==> config.mk <==
export PLATFORM = sky130hd
export DESIGN_NAME = cvbs_gain_offset
export DESIGN_NICKNAME = d
export VERILOG_FILES = /design/src/rtl/cvbs_go_pkg.sv /design/src/rtl/cvbs_go_mul.sv /design/src/rtl/cvbs_go_clamp.sv /design/src/rtl/cvbs_gain_offset.sv
export SDC_FILE = /design/constraint.sdc
export NUM_CORES = 1
export LEC_CHECK = 0
export BUFFER_PORTS_ARGS = -buffer_cell sky130_fd_sc_hd__buf_2
export CORE_UTILIZATION = 50
export CTS_CLUSTER_DIAMETER = 40
export DETAILED_ROUTE_END_ITERATION = 8
export PLACE_DENSITY_LB_ADDON = 0.25
export SLEW_MARGIN = 10
export SYNTH_ARGS = -nofsm -noshare
export SYNTH_HDL_FRONTEND = slang
export SYNTH_HIERARCHICAL = 1
export SYNTH_SLANG_ARGS = --single-unit
export TNS_END_PERCENT = 10
==> constraint.sdc <==
create_clock -name clk -period 4.2 [get_ports clk]
set_input_delay 0.21 -clock clk [delete_from_list [all_inputs] [get_ports clk]]
set_output_delay 0.21 -clock clk [all_outputs]
set_load 0.05 [all_outputs]
==> src/rtl/cvbs_go_pkg.sv <==
package cvbs_go_pkg;
  localparam int SAMPLE_W = 8;
  localparam int GAIN_W   = 8;
  localparam int FRAC_W   = 6;
  localparam int MID      = 1 << (SAMPLE_W - 1);
  localparam int PROD_W   = SAMPLE_W + GAIN_W + 2;
  localparam int SUM_W    = PROD_W - FRAC_W + 1;
  localparam int CODE_MIN = 1;
  localparam int CODE_MAX = (1 << SAMPLE_W) - 2;

  typedef logic signed [PROD_W-1:0] prod_t;
  typedef logic signed [SUM_W-1:0]  sum_t;

  typedef struct packed {
    logic                signed_valid;
    sum_t                scaled;
    logic [SAMPLE_W-1:0] offset;
  } stage1_t;
endpackage

==> src/rtl/cvbs_go_mul.sv <==
module cvbs_go_mul
  import cvbs_go_pkg::*;
(
  input  logic                clk,
  input  logic                rst,
  input  logic                advance,
  input  logic                in_valid,
  input  logic [SAMPLE_W-1:0] in_data,
  input  logic [GAIN_W-1:0]   gain,
  input  logic [SAMPLE_W-1:0] offset,
  output stage1_t             s1
);
  localparam int HALF = 1 << (FRAC_W - 1);

  prod_t centred;
  prod_t product;
  prod_t rounded;

  always_comb begin
    centred = prod_t'({1'b0, in_data}) - prod_t'(MID);
    product = centred * prod_t'({1'b0, gain});
    rounded = (product + prod_t'(HALF)) >>> FRAC_W;
  end

  always_ff @(posedge clk) begin
    if (rst) begin
      s1.signed_valid <= 1'b0;
      s1.scaled       <= '0;
      s1.offset       <= SAMPLE_W'(MID);
    end else if (advance) begin
      s1.signed_valid <= in_valid;
      if (in_valid) begin
        s1.scaled <= rounded[SUM_W-1:0];
        s1.offset <= offset;
      end
    end
  end
endmodule

==> src/rtl/cvbs_go_clamp.sv <==
module cvbs_go_clamp
  import cvbs_go_pkg::*;
(
  input  logic                clk,
  input  logic                rst,
  input  logic                advance,
  input  stage1_t             s1,
  output logic                s2_valid,
  output logic [SAMPLE_W-1:0] s2_data
);
  sum_t total;
  logic [SAMPLE_W-1:0] limited;

  always_comb begin
    total = s1.scaled + sum_t'({1'b0, s1.offset});
    if (total < sum_t'(CODE_MIN))      limited = SAMPLE_W'(CODE_MIN);
    else if (total > sum_t'(CODE_MAX)) limited = SAMPLE_W'(CODE_MAX);
    else                               limited = total[SAMPLE_W-1:0];
  end

  always_ff @(posedge clk) begin
    if (rst) begin
      s2_valid <= 1'b0;
      s2_data  <= '0;
    end else if (advance) begin
      s2_valid <= s1.signed_valid;
      if (s1.signed_valid) s2_data <= limited;
    end
  end
endmodule

==> src/rtl/cvbs_gain_offset.sv <==
module cvbs_gain_offset
  import cvbs_go_pkg::*;
(
  input  logic                clk,
  input  logic                rst,
  input  logic                in_valid,
  output logic                in_ready,
  input  logic [SAMPLE_W-1:0] in_data,
  input  logic [GAIN_W-1:0]   cfg_gain,
  input  logic [SAMPLE_W-1:0] cfg_offset,
  output logic                out_valid,
  input  logic                out_ready,
  output logic [SAMPLE_W-1:0] out_data
);
  stage1_t s1;
  logic    advance;

  assign advance  = !out_valid || out_ready;
  assign in_ready = advance;

  cvbs_go_mul u_mul (
    .clk      (clk),
    .rst      (rst),
    .advance  (advance),
    .in_valid (in_valid),
    .in_data  (in_data),
    .gain     (cfg_gain),
    .offset   (cfg_offset),
    .s1       (s1)
  );

  cvbs_go_clamp u_clamp (
    .clk      (clk),
    .rst      (rst),
    .advance  (advance),
    .s1       (s1),
    .s2_valid (out_valid),
    .s2_data  (out_data)
  );
endmodule

==> results by group <==
STA
  • Setup violators final: 2
  • Fmax: ~240 MHz
  • Worst slew margin: 0.3867
  • Worst setup slack after layout: -0.02509 ns
  • Final period utilization: 1.006
  • Worst hold slack: about 0.15 ns
  • Actual slew at the worst max-slew pin: 0.9177 ns
  • Clk_skew: 0.007430 ns
  • Fin crit period: roughly 4.2 ns
  • Fin. max-slew vios: 0
  • RSZ-0062 raised after global routing: yes
  • Count of final hold-check violations: 0

Flow run
  • Max-capacitance violation count: 0

Yosys
  • Synthesized Nets: ~630
  • Yosys warns: 6
  • Top-area cell type share of the netlist area: 0.2664
  • FFs w/ async S/R, synth: 0
  • Top_reg_cell synth: dfxtp_1
  • Mapped Avg Cell Area: a little under 9 sq um
  • Cell taking the most area after synthesis: fa_1
  • Post-synthesis sequential area ratio: 0.1378
  • Cells after Synth: 499
  • EDFF count, synth: 0
  • Synth area leaders: fa_1 27%, ha_1 14%, dfxtp_1 14%, inv_1 7.1%, nand2_1 4.9%
  • Post-synth cell types: 57
  • Synthesized area: between 4000 and 5000 sq um
  • Flops & latches, synth: 30

Worst setup path
  • Critical Path Most Common Cell: fa_1
  • Crit Path Max Fanout: 6
  • Critical path endpoint category: register
  • Worst path slowest cell: fa_2
  • WS Path Type: in2reg
  • R2R Setup Slk: around 1.1 ns
  • Arrival time worst endpoint: approximately 4.4 ns
  • R2R Path End: u_clamp/s2_data[7]
  • Startpoint types: primary input
  • R2R depth: 10
  • Required time worst endpoint: 4.39 ns
  • Launching point of the worst reg2reg path: u_mul/s1[8]
  • Worst stage delay on the critical path: between 0.6 and 0.7 ns
  • CP Cell Sequence: buf_6 -> nand2b_4 -> inv_4 -> fa_2 -> inv_2 -> fa_1 -> inv_1 -> fa_1 -> fa_1 -> ha_4 -> ha_4 -> o21a_1 -> o31a_1 -> o211ai_2 -> a21oi_2 -> or4_1 -> a311oi_1

Detailed routing
  • Drt total wl: a little over 9000 um
  • DR DRC count: 0
  • First DRT Iteration DRCs: 172
  • Wire length per cell: around 13 um
  • Avg Vias per Cell: between 5 and 6
  • Via count: around 3700
  • DRT antenna net count: 0
  • Drt first pass iters: 4

Clocking
  • Clk buf depth: 2
  • Clock transition at path regs: around 0.070 ns
  • Sink Count: 30
  • Worst-Skew Late Latency: roughly 0.28 ns
  • Num CTS Buffers: 5
  • H-tree depth: 2
  • Root buffer cell: clkbuf_8
  • CTS tree: done

Place
  • Post-DP HPWL: roughly 7700 um
  • Placed instance area: just over 5000 sq um
  • I/O Buffers: 37
  • Worst slack at placement: -0.5227 ns
  • Gpl congestion: 0.8297

Min path
  • Worst Hold Launch: cfg_offset[7]
  • End of the worst hold path: u_mul/s1[7]
  • Tightest Hold Check Type: in2reg
  • Hold Path Stages: 3

Power and ir drop
  • P_leak: 2.626 nW
  • Power per Cell Area: about 640 nW/um^2
  • Total power: 3.451 mW
  • Peak VDD IR: 0.0006577 V

Layout
  • Inserted Diodes: 0
  • Share of cells above drive strength 1: 0.2470
  • Area Growth Syn to Fin: 23.57%
  • FILL cells: roughly 710
  • Storage element area: around 600 sq um
  • Most frequent cells in the layout: 78 x inv_1, 58 x buf_4, 56 x nand2_1
  • Most common cell after layout, fill and taps aside: inv_1
  • Nets: 725
  • Area of the multi-input gates: 3625 sq um
  • Post-route cell area: 5385 sq um

Global routing
  • Initial antenna violation count: 0
  • Vias in the first global route: 3627
  • GRT Residual Overflow: 0
  • Total GRT Usage: 0.2272
  • First-pass GRT wire length: between 15000 and 20000 um
  • Pin count of the biggest net entering global routing: 29

Floorplan
  • Die Area: 9094 sq um
  • Core Footprint: about 8300 sq um
  • Die Y: approximately 95 um
  • Die W: roughly 95 um
  • Initial Util: 0.5225
  • Rows: 33
  • Ports: 38

Outcome
  • Status: complete, but fails checks
  • Violated checks: setup timing
-- worst max-delay path: cells and delay by family --
kind | cells | cell delay [ns]
adders and majority gates | 6 | 2.59
buffers and inverters | 4 | 0.27
AOI/OAI and AO/OA | 5 | 0.77
and+or+nand+nor | 2 | 0.55
-- flip-flops by register name (all words and copies together), names as in the netlist --
| signal | count |
|---|---|
| u_mul/s1 | 21 |
| u_clamp/s2_data | 8 |
| u_clamp/s2_valid | 1 |
-- synth_stat cells, types with 8 or more instances --
cell type / n
o21ai_0: 8
nor2_1: 17
fa_1: 58
a21oi_1: 31
xnor2_1: 8
nand3_1: 13
and2_1: 34
dfxtp_1: 30
nor2b_1: 9
inv_1: 83
ha_1: 49
nand2_1: 57
-- cell families (layout without fill, tap and decap cells) --
kind of cell,Yosys count,after routing,share of synthesized area
buf+inv,91,183,0.07924
simple gates,172,172,0.2104
compound gates,83,83,0.1309
xor+xnor,14,14,0.02986
mux,2,2,0.004594
flops,30,30,0.1378
fa+ha+maj,107,107,0.4071
-- routing by layer --
layer	vias up	GRT usage	routed length, um
met4	0	0.04419	39
met5	-	0	0
met2	63	0.3881	4594
met1	1796	0.3113	4399
li1	1840	-	-
met3	5	0.02472	259
-- per-stage QoR --
step           cells  utilization  setup TNS (ns)
6_report         696       0.6457        -0.03377
5_1_grt          696       0.6457         -0.7559
4_1_cts          695       0.6407        -0.04974
3_5_place_dp     685       0.6224          -3.121
3_3_place_gp     685       0.6224          -2.479
2_1_floorplan    499            -        -0.07300
-- power breakdown --
part | internal [mW] | total, mW | switching, mW | leakage, nW
Clock | 0.132 | 0.242 | 0.110 | 0.0482
Sequential | 0.352 | 0.413 | 0.0608 | 0.248
Combinational | 1.42 | 2.80 | 1.37 | 2.33
Total | 1.91 | 3.45 | 1.54 | 2.63
-- worst max path at each step --
stage | startpoint | to | slack (ns) | depth (start not counted)
floorplan | in_data[4] | u_mul/s1[19] | -0.05 | 16
global placement | in_data[4] | u_mul/s1[19] | -0.41 | 17
detailed placement | in_data[4] | u_mul/s1[19] | -0.52 | 17
CTS | in_data[3] | u_mul/s1[19] | -0.05 | 17
global route | in_data[7] | u_mul/s1[16] | -0.18 | 18
finish | in_data[7] | u_mul/s1[19] | -0.03 | 17
-- what timing repair did --
action                                  CTS  global route
buffers inserted                          2             1
endpoints found under the setup margin    7             7
hold buffers                              0             0
pin swaps                                 9            13
resized for setup                        14             9
-- area by class of cell --
type	instances	share of cell area
Clock buffer	7	0.01603
Clock inverter	1	0.0009294
Inverter	84	0.05901
Multi-Input combinational cell	378	0.6731
Sequential cell	30	0.1115
Tap cell	105	0.02440
Timing Repair Buffer	91	0.1150
(Power assumes the default switching activity.)
